## config.mk

```make
export PLATFORM = sky130hd
export DESIGN_NAME = irq_ctrl8
export DESIGN_NICKNAME = d
export VERILOG_FILES = /design/src/rtl/irq_pkg.sv /design/src/rtl/irq_prio_pick.sv /design/src/rtl/irq_cpu_dec.sv /design/src/rtl/irq_ctrl8.sv
export SDC_FILE = /design/constraint.sdc
export NUM_CORES = 1
export LEC_CHECK = 0
export ABC_AREA = 1
export BUFFER_PORTS_ARGS = -buffer_cell sky130_fd_sc_hd__buf_2
export CORE_ASPECT_RATIO = 2
export CORE_MARGIN = 2
export CORE_UTILIZATION = 60
export DETAILED_ROUTE_END_ITERATION = 16
export GPL_TIMING_DRIVEN = 0
export PLACE_DENSITY = 0.82
export SLEW_MARGIN = 20
export SYNTH_ARGS = -nofsm -noshare
export SYNTH_HDL_FRONTEND = slang
export SYNTH_SLANG_ARGS = --single-unit
```

## constraint.sdc

```tcl
create_clock -name clk -period 6.2 [get_ports clk]
set_input_delay 0 -clock clk [delete_from_list [all_inputs] [get_ports clk]]
set_output_delay 0 -clock clk [all_outputs]
set_load 0.02 [all_outputs]
```

## src/rtl/irq_pkg.sv

```systemverilog
package irq_pkg;
  // command opcodes carried in write data bits [6:4] when bit 7 is clear
  typedef enum logic [2:0] {
    OP_NS_EOI = 3'b001,
    OP_RD_REQ = 3'b010,
    OP_SP_EOI = 3'b011,
    OP_FIXED  = 3'b100,
    OP_ROTATE = 3'b101,
    OP_RD_SVC = 3'b110
  } cmd_op_e;
endpackage

```

## src/rtl/irq_prio_pick.sv

```systemverilog
module irq_prio_pick #(
  parameter int N  = 8,
  parameter int LW = $clog2(N)
) (
  input  logic [N-1:0]  req,
  input  logic [LW-1:0] low,
  output logic          any,
  output logic [LW-1:0] lvl,
  output logic [LW-1:0] rank
);
  logic [LW-1:0] idx;

  // scan from lowest rank to highest so the best candidate is written last
  always_comb begin
    any  = 1'b0;
    lvl  = '0;
    rank = '0;
    idx  = '0;
    for (int k = N - 1; k >= 0; k--) begin
      idx = low + LW'(1) + LW'(k);
      if (req[idx]) begin
        any  = 1'b1;
        lvl  = idx;
        rank = LW'(k);
      end
    end
  end
endmodule

```

## src/rtl/irq_cpu_dec.sv

```systemverilog
module irq_cpu_dec
  import irq_pkg::*;
(
  input  logic       cs_n,
  input  logic       rd_n,
  input  logic       wr_n,
  input  logic       a0,
  input  logic [3:0] op_bits,
  output logic       mask_we,
  output logic       base_we,
  output logic       ns_eoi,
  output logic       sp_eoi,
  output logic       set_fixed,
  output logic       set_rot,
  output logic       sel_req,
  output logic       sel_svc,
  output logic       rd_en
);
  logic wr_en, cmd_we;
  cmd_op_e op;

  assign wr_en   = !cs_n && !wr_n;
  assign rd_en   = !cs_n && !rd_n;
  assign mask_we = wr_en && a0;
  assign base_we = wr_en && !a0 && op_bits[3];
  assign cmd_we  = wr_en && !a0 && !op_bits[3];
  assign op      = cmd_op_e'(op_bits[2:0]);

  always_comb begin
    ns_eoi    = 1'b0;
    sp_eoi    = 1'b0;
    set_fixed = 1'b0;
    set_rot   = 1'b0;
    sel_req   = 1'b0;
    sel_svc   = 1'b0;
    if (cmd_we) begin
      case (op)
        OP_NS_EOI: ns_eoi    = 1'b1;
        OP_SP_EOI: sp_eoi    = 1'b1;
        OP_FIXED:  set_fixed = 1'b1;
        OP_ROTATE: set_rot   = 1'b1;
        OP_RD_REQ: sel_req   = 1'b1;
        OP_RD_SVC: sel_svc   = 1'b1;
        default: ;
      endcase
    end
  end
endmodule

```

## src/rtl/irq_ctrl8.sv

```systemverilog
module irq_ctrl8 #(
  parameter int NUM_LVL = 8,
  parameter int DW      = 8
) (
  input  logic          clk,
  input  logic          rst,
  input  logic [7:0]    irq_req,
  input  logic          cpu_cs_n,
  input  logic          cpu_rd_n,
  input  logic          cpu_wr_n,
  input  logic          cpu_a0,
  input  logic [DW-1:0] cpu_wdata,
  output logic [DW-1:0] cpu_rdata,
  output logic          int_out,
  input  logic          inta,
  output logic [DW-1:0] vec_out,
  output logic          vec_valid
);
  localparam int LW = $clog2(NUM_LVL);
  localparam int BW = DW - LW;

  logic [NUM_LVL-1:0] pend_q, isr_q, mask_q, set_vec, clr_vec;
  logic [BW-1:0]      base_q;
  logic [LW-1:0]      low_q, eoi_lvl;
  logic               rot_q, rd_svc_q, int_q, vec_vld_q;
  logic [DW-1:0]      vec_q, rdata_q;

  logic mask_we, base_we, ns_eoi, sp_eoi, set_fixed, set_rot, sel_req, sel_svc, rd_en;
  logic req_any, svc_any, int_cond, eoi_fire;
  logic [LW-1:0] req_lvl, req_rank, svc_lvl, svc_rank;

  irq_cpu_dec u_dec (
    .cs_n(cpu_cs_n), .rd_n(cpu_rd_n), .wr_n(cpu_wr_n), .a0(cpu_a0),
    .op_bits(cpu_wdata[DW-1 -: 4]),
    .mask_we(mask_we), .base_we(base_we), .ns_eoi(ns_eoi), .sp_eoi(sp_eoi),
    .set_fixed(set_fixed), .set_rot(set_rot), .sel_req(sel_req),
    .sel_svc(sel_svc), .rd_en(rd_en)
  );

  irq_prio_pick #(.N(NUM_LVL)) u_req_pick (
    .req(pend_q & ~mask_q), .low(low_q),
    .any(req_any), .lvl(req_lvl), .rank(req_rank)
  );

  irq_prio_pick #(.N(NUM_LVL)) u_svc_pick (
    .req(isr_q), .low(low_q),
    .any(svc_any), .lvl(svc_lvl), .rank(svc_rank)
  );

  assign int_cond = req_any && (!svc_any || (req_rank < svc_rank));
  assign eoi_lvl  = sp_eoi ? cpu_wdata[LW-1:0] : svc_lvl;
  assign eoi_fire = sp_eoi || (ns_eoi && svc_any);
  assign set_vec  = (inta && int_cond) ? (NUM_LVL'(1) << req_lvl) : '0;
  assign clr_vec  = eoi_fire ? (NUM_LVL'(1) << eoi_lvl) : '0;

  always_ff @(posedge clk) begin
    if (rst) begin
      pend_q    <= '0;
      isr_q     <= '0;
      mask_q    <= '0;
      base_q    <= '0;
      low_q     <= LW'(NUM_LVL - 1);
      rot_q     <= 1'b0;
      rd_svc_q  <= 1'b0;
      int_q     <= 1'b0;
      vec_q     <= '0;
      vec_vld_q <= 1'b0;
      rdata_q   <= '0;
    end else begin
      pend_q    <= irq_req[NUM_LVL-1:0];
      isr_q     <= (isr_q | set_vec) & ~clr_vec;
      int_q     <= int_cond;
      vec_vld_q <= inta;
      if (inta) vec_q <= {base_q, int_cond ? req_lvl : LW'(NUM_LVL - 1)};
      if (mask_we) mask_q <= cpu_wdata[NUM_LVL-1:0];
      if (base_we) base_q <= cpu_wdata[BW-1:0];
      if (sel_req) rd_svc_q <= 1'b0;
      else if (sel_svc) rd_svc_q <= 1'b1;
      if (set_fixed) begin
        rot_q <= 1'b0;
        low_q <= LW'(NUM_LVL - 1);
      end else if (set_rot) begin
        rot_q <= 1'b1;
      end else if (rot_q && eoi_fire) begin
        low_q <= eoi_lvl;
      end
      if (rd_en) rdata_q <= cpu_a0 ? DW'(mask_q) : DW'(rd_svc_q ? isr_q : pend_q);
    end
  end

  assign cpu_rdata = rdata_q;
  assign int_out   = int_q;
  assign vec_out   = vec_q;
  assign vec_valid = vec_vld_q;

  // interrupt only follows an unmasked pending request
  p_int_needs_req_r3: assert property (@(posedge clk) disable iff (rst)
    int_out |-> $past(|(pend_q & ~mask_q)));

  // in-service bits are only set by an acknowledge, one at a time
  p_isr_set_needs_inta_r5: assert property (@(posedge clk) disable iff (rst)
    (|(isr_q & ~$past(isr_q))) |-> $past(inta));
  p_isr_set_onehot_r5: assert property (@(posedge clk) disable iff (rst)
    $onehot0(isr_q & ~$past(isr_q)));

  // a masked level never enters service
  p_no_masked_service_r6: assert property (@(posedge clk) disable iff (rst)
    (isr_q & ~$past(isr_q) & $past(mask_q)) == '0);

  // specific end-of-interrupt clears the named level
  p_sp_eoi_clears_r9: assert property (@(posedge clk) disable iff (rst)
    (sp_eoi && !inta) |=> !isr_q[$past(cpu_wdata[LW-1:0])]);

  // deselected port leaves the mask untouched
  p_cs_guard_r11: assert property (@(posedge clk) disable iff (rst)
    cpu_cs_n |=> $stable(mask_q));
endmodule

```

==> out/metrics.yaml, run 1 <==
outcome: "finished clean"
rows: 39
cts_made_buffers: 5
maxSlewHeadroom: 0.519
crit_fanout: 10
wl_per_cell_um: 16.8
syn_to_final_growth_pct: 15.3
hp-class: "input port to flip-flop"
clk_latency_ns: 0.30
synth_compound_area_frac: 0.174
cts_tree: "built"
final_core_util: 0.716
critPathRequiredTime_ns: 6.44
antenna_found_initial: 0
dr_total_vias: 4164
endpoint_kind: "flip-flop"
synth_area_leaders: "dfxtp_1 (29%), nand2_1 (16%), nand3_1 (11%)"
drt-initial-drc-count: 273
gp_congestion: 0.973
ioPinCount: 41
die_h_um: 113
drive_gt1_frac: 0.148
min_period_over_period: 0.603
final_common_cell: "nand2_1"
synth_fa_ha_area_frac: 0.0141
cts_setup_buffers: 0
worst_slew_pin_slew_ns: 0.715
synth_top_family_by_area: "simple AND/OR/NAND/NOR gates"
synthSimpleGateAreaFrac: 0.405
dieWidth_um: 58.3
synth_top_area_frac: 0.294
routed_wl_um: 11700
syn_inst: 581
die_area_um2: 6570
multi_input_area_um2: 2100
antennaDiodeCount: 0
yosys_warnings: 0
instances_no_fill: 696
path_class: "flip-flop to flip-flop"
synth_seq_area_share: 0.294
final_cell_mix: "nand2_1 (153), nand3_1 (81), inv_1 (67), nor2_1 (54), dfxtp_1 (52)"
startpoint_type: "flip-flop"
synth_edf_count: 0
cts_resized: 0
placed_cells: 680
grt_pass1_wl_um: 18400
worstPathArrival_ns: 3.98
drv_slew: 0
ys.flop_type: "dfxtp_1"
clock-root-buffer: "clkbuf_16"
synth_top_area_cell: "dfxtp_1"
clockBufferDepth: 2
synth_xor_area_frac: 0
dp_slack_ns: 2.54
ir_drop_mv: 0.337
tns_ns: 0
synth-seq-cells: 52
synthMuxAreaShare: 0
clock.fmax_mhz: 267
grt_usage: 0.366
finalWorstPathRequiredPeriod_ns: 3.74
power.density_nw_per_um2: 234
drtAntennaViolNets: 0
core_area_um2: 5710
clkSinkCount: 52
hold_violations: 0
setup_viol: 0
avgSynthCellArea_um2: 6.10
regArea_um2: 1040
hpwl_um: 9090
p_leak_nw: 1.99
drcViolationCount: 0
grt_setup_unrepaired: "no"
fin_worst_skew_ns: 0.00546
syn_nets: 608
ys_types: 36
htreeDepth: 2
synth_area_um2: 3540
timing.final.ws_setup_ns: 2.46
nets: 662
overflow: 0
drv_cap: 0
io_buffers: 38
async_reset_ff_frac: 0
clkTransAtPathRegs_ns: 0.07
start_util: 0.621
grt_pass1_vias: 4082
vias_per_cell: 5.98
firstDrtPassIters: 5
grt_max_degree: 16
n_fill_cell: 478
## state kept, by name, indices dropped and copies added (netlist names), 3 cells and up
register / cells
base_q: 5
cpu_rdata: 8
isr_q: 8
low_q: 3
mask_q: 8
pend_q: 8
vec_out: 8
## synth_stat cells (4+ instances only)
cell type and n:
o21ai_0 38, nand3_1 81, o211ai_1 10, inv_1 67, o21ai_1 7, nand2_2 13, inv_2 7, buf_2 5
nand4_1 4, clkbuf_1 11, nor2_2 4, ha_1 4, nand2_1 153, nor2_1 54, dfxtp_1 52, a21oi_1 35
a31oi_1 11
## cell type report
class	instances	share of cell area
Tap cell	61	0.0187
Clock buffer	5	0.0306
Multi-Input combinational cell	432	0.514
Sequential cell	52	0.255
Timing Repair Buffer	47	0.0686
Clock inverter	2	0.0147
Buffer	21	0.0282
Inverter	76	0.0704
## kinds of logic (layout without fill, tap and decap cells)
group                    Yosys count  after routing
adder cells (fa/ha/maj)            4              4
AO/OA/AOI/OAI                    107            107
flip-flops                        52             52
buffers and inverters             97            151
AND/OR/NAND/NOR                  321            321
## worst paths after layout
check,startpoint,to,slack (ns),cells after the start
worst max-delay path,low_q[0],isr_q[7],2.46,23
worst min-delay path,cpu_wdata[4],base_q[4],0.05,3
worst max register to register,low_q[0],isr_q[7],2.46,23
worst min register to register,base_q[2],base_q[2],0.46,2
## metal layers
layer | global-route usage | wire, um
met5 | 0 | 0
met3 | 0.0472 | 599
met4 | 0.267 | 879
met2 | 0.679 | 6220
met1 | 0.342 | 3980
## power breakdown
part           switching, mW  leakage (nW)  internal [mW]
clock                  0.122        0.0899          0.229
sequential            0.0132         0.427          0.355
combinational          0.162          1.48         0.0752
## per-stage QoR
step | total power, mW | hold slack (ns) | area, um2
finish | 0.956 | 0.0523 | 4090
global route | 0.988 | 0.0706 | 4090
CTS | 0.947 | 0.0420 | 4090
detailed placement | 0.600 | 0.208 | 3810
global placement | 0.594 | 0.199 | 3810
floorplan | 0.535 | 0.107 | 3540
## repair_timing
item                                    CTS  global route
hold buffers                              9             0
endpoints found under the hold margin     9             0
endpoints found under the setup margin    0             0
## critical path, stage by stage (launching register included)
cell	delay, ns
dfxtp_1	0.36
buf_6	0.14
inv_2	0.04
buf_6	0.14
buf_6	0.15
ha_1	0.29
buf_4	0.17
inv_4	0.09
buf_2	0.26
nand3_1	0.15
nand3_1	0.12
nand2_1	0.14
nor2_1	0.20
a21boi_0	0.40
ha_1	0.31
nand2_1	0.06
inv_1	0.04
nand2_1	0.05
nand2_1	0.07
nand2_4	0.11
nand3_4	0.11
nor2_1	0.13
nor2_1	0.05
nor2_1	0.09
No activity file was read; power rests on OpenSTA's default activity.
==> run 2, diff against run 1 <==
--- a/config.mk
+++ b/config.mk
@@ -9,10 +9,10 @@
 export BUFFER_PORTS_ARGS = -buffer_cell sky130_fd_sc_hd__buf_2
 export CORE_ASPECT_RATIO = 2
 export CORE_MARGIN = 2
-export CORE_UTILIZATION = 60
+export CORE_UTILIZATION = 53
 export DETAILED_ROUTE_END_ITERATION = 16
 export GPL_TIMING_DRIVEN = 0
-export PLACE_DENSITY = 0.82
+export PLACE_DENSITY = 0.76
 export SLEW_MARGIN = 20
 export SYNTH_ARGS = -nofsm -noshare
 export SYNTH_HDL_FRONTEND = slang
==> constraint.sdc (replaced) <==
create_clock -name clk -period 3.14 [get_ports clk]
set_input_delay 0 -clock clk [delete_from_list [all_inputs] [get_ports clk]]
set_output_delay 0 -clock clk [all_outputs]
set_load 0.02 [all_outputs]
==> out/metrics.yaml, run 2 (synthesis gave the netlist of run 1 again) <==
outcome: "finished clean"
syn_to_final_growth_pct: 34.9
endpoint_kind: "flip-flop"
vias_per_cell: 5.67
slowest_delay_ns: 0.33
hold_violations: 0
start_util: 0.539
drv_slew: 0
firstDrtPassIters: 5
cpMostUsedCell: "nand2_1"
drtAntennaViolNets: 0
antenna_found_initial: 0
power.density_nw_per_um2: 391
grt_usage: 0.341
antennaDiodeCount: 0
design_area_um2: 4780
worstPathArrival_ns: 3.28
instances_no_fill: 747
dieWidth_um: 61.8
clkTransAtPathRegs_ns: 0.07
ioPinCount: 41
ir_drop_mv: 0.508
worst_slew_pin_slew_ns: 0.690
place_area_um2: 3840
regToRegStartpoint: "low_q[0]"
grt_pass1_wl_um: 18800
hp-class: "input port to flip-flop"
clockBufferDepth: 2
die_area_um2: 7400
cts_made_buffers: 5
clock.fmax_mhz: 328
htreeDepth: 2
reg2reg_slack_ns: 0.09
core_area_um2: 6570
reg2reg_to: "isr_q[5]"
maxSlewHeadroom: 0.536
worstRegToRegCells: 21
grt_max_degree: 18
slowest_stage: "dfxtp_2"
drt-initial-drc-count: 314
min_period_over_period: 0.970
startpoint_type: "flip-flop"
path_cells: "buf_6, inv_4, buf_6, ha_4, inv_8, nand3_1, nand2_1, nand3_1, nand2_2, nor2_4, buf_4, a21boi_4, ha_1, nand2_1, inv_1, nand2_1, nand2_2, nand2_4, buf_4, nand4_1, a21oi_1"
finalWorstPathRequiredPeriod_ns: 3.05
whs_endpoint: "base_q[3]"
worst_hold_path.num_cells: 3
drive_gt1_frac: 0.300
drv_cap: 0
clkSinkCount: 52
final_cell_mix: "nand2_1 (127), inv_1 (62), nand3_1 (55), dfxtp_1 (50), nor2_1 (42)"
overflow: 0
hp-start: "cpu_wdata[3]"
path_class: "flip-flop to flip-flop"
hpwl_um: 9020
critPathRequiredTime_ns: 3.38
gp_congestion: 0.952
p_leak_nw: 2.21
fin_worst_skew_ns: 0.00484
holdWs_ns: 0.00294
crit_fanout: 6
drcViolationCount: 0
routed_wl_um: 12400
grt_pass1_vias: 4140
dp_slack_ns: -0.515
rows: 42
timing.final.ws_setup_ns: 0.0927
clock-root-buffer: "clkbuf_16"
final_core_util: 0.727
clk_latency_ns: 0.30
wl_per_cell_um: 16.6
cts_tree: "built"
die_h_um: 120
setup_viol: 0
placed_cells: 707
dr_total_vias: 4234
final_common_cell: "nand2_1"
io_buffers: 38
nets: 685
==> run 2: cell count changes in the layout (fill, tap and decap cells not counted), sizes merged <==
cell,before,now
inv,75,77
bufinv,2,0
buf,48,70
clkbuf,16,17
nand2,167,168
==> run 2: per-stage QoR <==
stage | power, mW | TNS, ns
2_1_floorplan | 1.06 | 0
3_3_place_gp | 1.17 | -4.80
3_5_place_dp | 1.18 | -5.60
4_1_cts | 1.81 | -0.00470
5_1_grt | 1.95 | -0.299
6_report | 1.87 | 0
==> run 2: layout make-up <==
type                    instances  area (um2)
plain buffers                  19         121
clock buffers                   6         139
clock inverters                 2        17.5
fillers                       579        1790
inverters                      76         298
multi-input cells             433        2590
flip-flops and latches         52        1040
well taps                      88         110
repair buffers                 71         460
==> run 2: how the worst max path moves through the flow <==
stage / start / end / depth (start not counted)
after global routing: low_q[0] / isr_q[3] / 21
after global placement: low_q[0] / isr_q[7] / 24
after CTS: low_q[0] / isr_q[7] / 27
final: low_q[0] / isr_q[5] / 21
after floorplan: low_q[0] / vec_out[0] / 24
after detailed placement: low_q[0] / isr_q[7] / 24
==> run 2: what timing repair did <==
| item | CTS | global route |
|---|---|---|
| setup endpoints to repair | 15 | 15 |
| endpoints found under the hold margin | 9 | 0 |
| hold buffers | 9 | 0 |
| resized for setup | 68 | 62 |
| setup buffers | 19 | 5 |
| cloned | 0 | 1 |
| pin swaps | 25 | 32 |
==> run 2: worst max-delay path, delay by kind of cell, from the launching register on <==
family          cells  cell delay (ns)
buf+inv             7             0.64
compound gates      2             0.36
flops               1             0.33
simple gates       10             1.09
fa+ha+maj           2             0.55
==> run 2: routing by layer <==
layer  track usage  vias up  wire length [um]
met3        0.0625       73               564
met2         0.610      152              6780
met4         0.237        0               998
li1              -     2055                 -
met5             0        -                 0
met1         0.321     1954              4080
==> run 2: power breakdown <==
group	switching (mW)	leakage [nW]	internal [mW]	total, mW
sequential	0.0258	0.426	0.700	0.726
combinational	0.356	1.71	0.203	0.559
clock	0.262	0.0779	0.324	0.586
==> run 3, diff against run 2 <==
--- a/config.mk
+++ b/config.mk
@@ -8,11 +8,11 @@
 export ABC_AREA = 1
 export BUFFER_PORTS_ARGS = -buffer_cell sky130_fd_sc_hd__buf_2
 export CORE_ASPECT_RATIO = 2
-export CORE_MARGIN = 2
-export CORE_UTILIZATION = 53
+export CORE_UTILIZATION = 59
+export CTS_CLUSTER_SIZE = 16
 export DETAILED_ROUTE_END_ITERATION = 16
 export GPL_TIMING_DRIVEN = 0
-export PLACE_DENSITY = 0.76
+export PLACE_DENSITY = 0.8
 export SLEW_MARGIN = 20
 export SYNTH_ARGS = -nofsm -noshare
 export SYNTH_HDL_FRONTEND = slang
==> constraint.sdc (replaced) <==
create_clock -name clk -period 3.1 [get_ports clk]
set_input_delay 0 -clock clk [delete_from_list [all_inputs] [get_ports clk]]
set_output_delay 0 -clock clk [all_outputs]
set_load 0.02 [all_outputs]
==> out/metrics.yaml, run 3 (synthesis gave the netlist of run 1 again) <==
ir_drop_mv: 0.482
ioPinCount: 41
clockBufferDepth: 2
min_period_over_period: 0.965
reg2reg_slack_ns: 0.11
hpwl_um: 8970
dieWidth_um: 56.8
clk_latency_ns: 0.29
crit_family: "simple AND/OR/NAND/NOR gates"
path_cells: "buf_6, inv_6, ha_4, inv_6, buf_4, nand3_1, nand2_4, nor2_2, nor2_2, nand2_2, nor3_4, nand2_2, ha_4, nand2_1, inv_1, nand2_1, nand2_2, nand2_4, nand3_4, nor2_1, nor2_1, nor2_1"
syn_to_final_growth_pct: 28.6
finalWorstPathRequiredPeriod_ns: 2.99
crit_cells: 22
regToRegStartpoint: "low_q[0]"
critPathBufInv: 5
drv_slew: 0
worstPathArrival_ns: 3.18
whs_endpoint: "rot_q"
io_buffers: 38
grt-busiest-layer: "met2"
clock-root-buffer: "clkbuf_16"
cts_made_buffers: 5
drcViolationCount: 0
drive_gt1_frac: 0.263
start_util: 0.615
startpoint_type: "flip-flop"
dr_total_vias: 4390
design_area_um2: 4560
hp-class: "input port to flip-flop"
crit_fanout: 7
wl_per_cell_um: 17.6
clkSinkCount: 52
timing.final.ws_setup_ns: 0.110
dp_slack_ns: -0.470
gp_congestion: 0.991
hp-start: "cpu_wdata[6]"
grt_max_degree: 18
drv_cap: 0
power.density_nw_per_um2: 406
routed_wl_um: 12600
slowest_stage: "dfxtp_2"
met3_usage: 0.0453
hold_violations: 0
clock.fmax_mhz: 334
grt_pass1_vias: 4228
grt_usage: 0.386
setup_viol: 0
die_h_um: 112
outcome: "finished clean"
use_met2: 0.727
worstRegToRegCells: 22
overflow: 0
cts_tree: "built"
slowest_delay_ns: 0.34
grtUsageMet1: 0.364
fin_worst_skew_ns: 0.00447
vias_per_cell: 6.10
final_common_cell: "nand2_1"
nets: 685
die_area_um2: 6340
firstDrtPassIters: 6
path_class: "flip-flop to flip-flop"
place_area_um2: 3830
antenna_found_initial: 0
clkTransAtPathRegs_ns: 0.07
htreeDepth: 2
worst_hold_path.num_cells: 3
drtAntennaViolNets: 0
holdWs_ns: 0.0384
core_area_um2: 5760
n_fill_cell: 419
endpoint_kind: "flip-flop"
maxSlewHeadroom: 0.513
drt-initial-drc-count: 332
p_leak_nw: 2.17
final_cell_mix: "nand2_1 (132), inv_1 (65), nand3_1 (64), dfxtp_1 (50), nor2_1 (48)"
reg2reg_to: "isr_q[2]"
rows: 39
worst_slew_pin_slew_ns: 0.724
antennaDiodeCount: 0
grt_pass1_wl_um: 19000
critPathRequiredTime_ns: 3.29
==> run 3: final cells by class <==
cell class                 count  area, um2  share of cell area
multi-input combinational    433       2410               0.530
clock buffer                   6        129              0.0283
tap                           61       76.3              0.0168
buffer                        18        105              0.0231
inverter                      76        295              0.0648
timing repair buffer          72        475               0.104
sequential                    52       1040               0.229
clock inverter                 2       17.5             0.00385
==> run 3: worst max-delay path by stage <==
| stage | start | to | slack [ns] |
|---|---|---|---|
| detailed placement | low_q[0] | isr_q[6] | -0.47 |
| floorplan | low_q[0] | vec_out[0] | 0.04 |
| global route | low_q[0] | isr_q[2] | -0.1 |
| CTS | low_q[0] | isr_q[2] | 0.009 |
| finish | low_q[0] | isr_q[2] | 0.11 |
| global placement | low_q[0] | vec_out[0] | -0.39 |
==> run 3: repair_timing <==
item,CTS,global route
buffers inserted,15,10
hold buffers,9,0
resized for setup,45,43
gates cloned,0,1
pin swaps,19,25
endpoints found under the hold margin,9,0
setup endpoints to repair,13,14
==> run 3: metal layers <==
metal  part of all wire  routed length [um]
met3              0.060                 754
met5                  0                   0
met4              0.086                1080
met1               0.33                4130
met2               0.53                6670
==> run 3: worst reg2reg max path, cell delays in order, from the launching register on <==
cell and delay [ns]:
dfxtp_2 0.34, buf_6 0.11, inv_6 0.04, ha_4 0.29, inv_6 0.10, buf_4 0.13, nand3_1 0.13, nand2_4 0.14
nor2_2 0.05, nor2_2 0.20, nand2_2 0.12, nor3_4 0.24, nand2_2 0.09, ha_4 0.27, nand2_1 0.04, inv_1 0.04
nand2_1 0.05, nand2_2 0.07, nand2_4 0.08, nand3_4 0.12, nor2_1 0.06, nor2_1 0.11, nor2_1 0.05
==> run 3: metrics by stage <==
stage                     TNS, ns  total power, mW   util  std cells
after CTS                       0             1.80  0.752        711
after global placement      -4.10             1.18  0.665        680
after global routing       -0.573             1.93  0.791        720
after floorplan                 0             1.07      -        581
final                           0             1.85  0.791        720
after detailed placement    -5.11             1.20  0.665        680
==> run 3: report_power, final <==
part	internal [mW]	total (mW)	switching, mW
Sequential	0.709	0.734	0.0250
Combinational	0.198	0.558	0.360
Clock	0.306	0.560	0.254
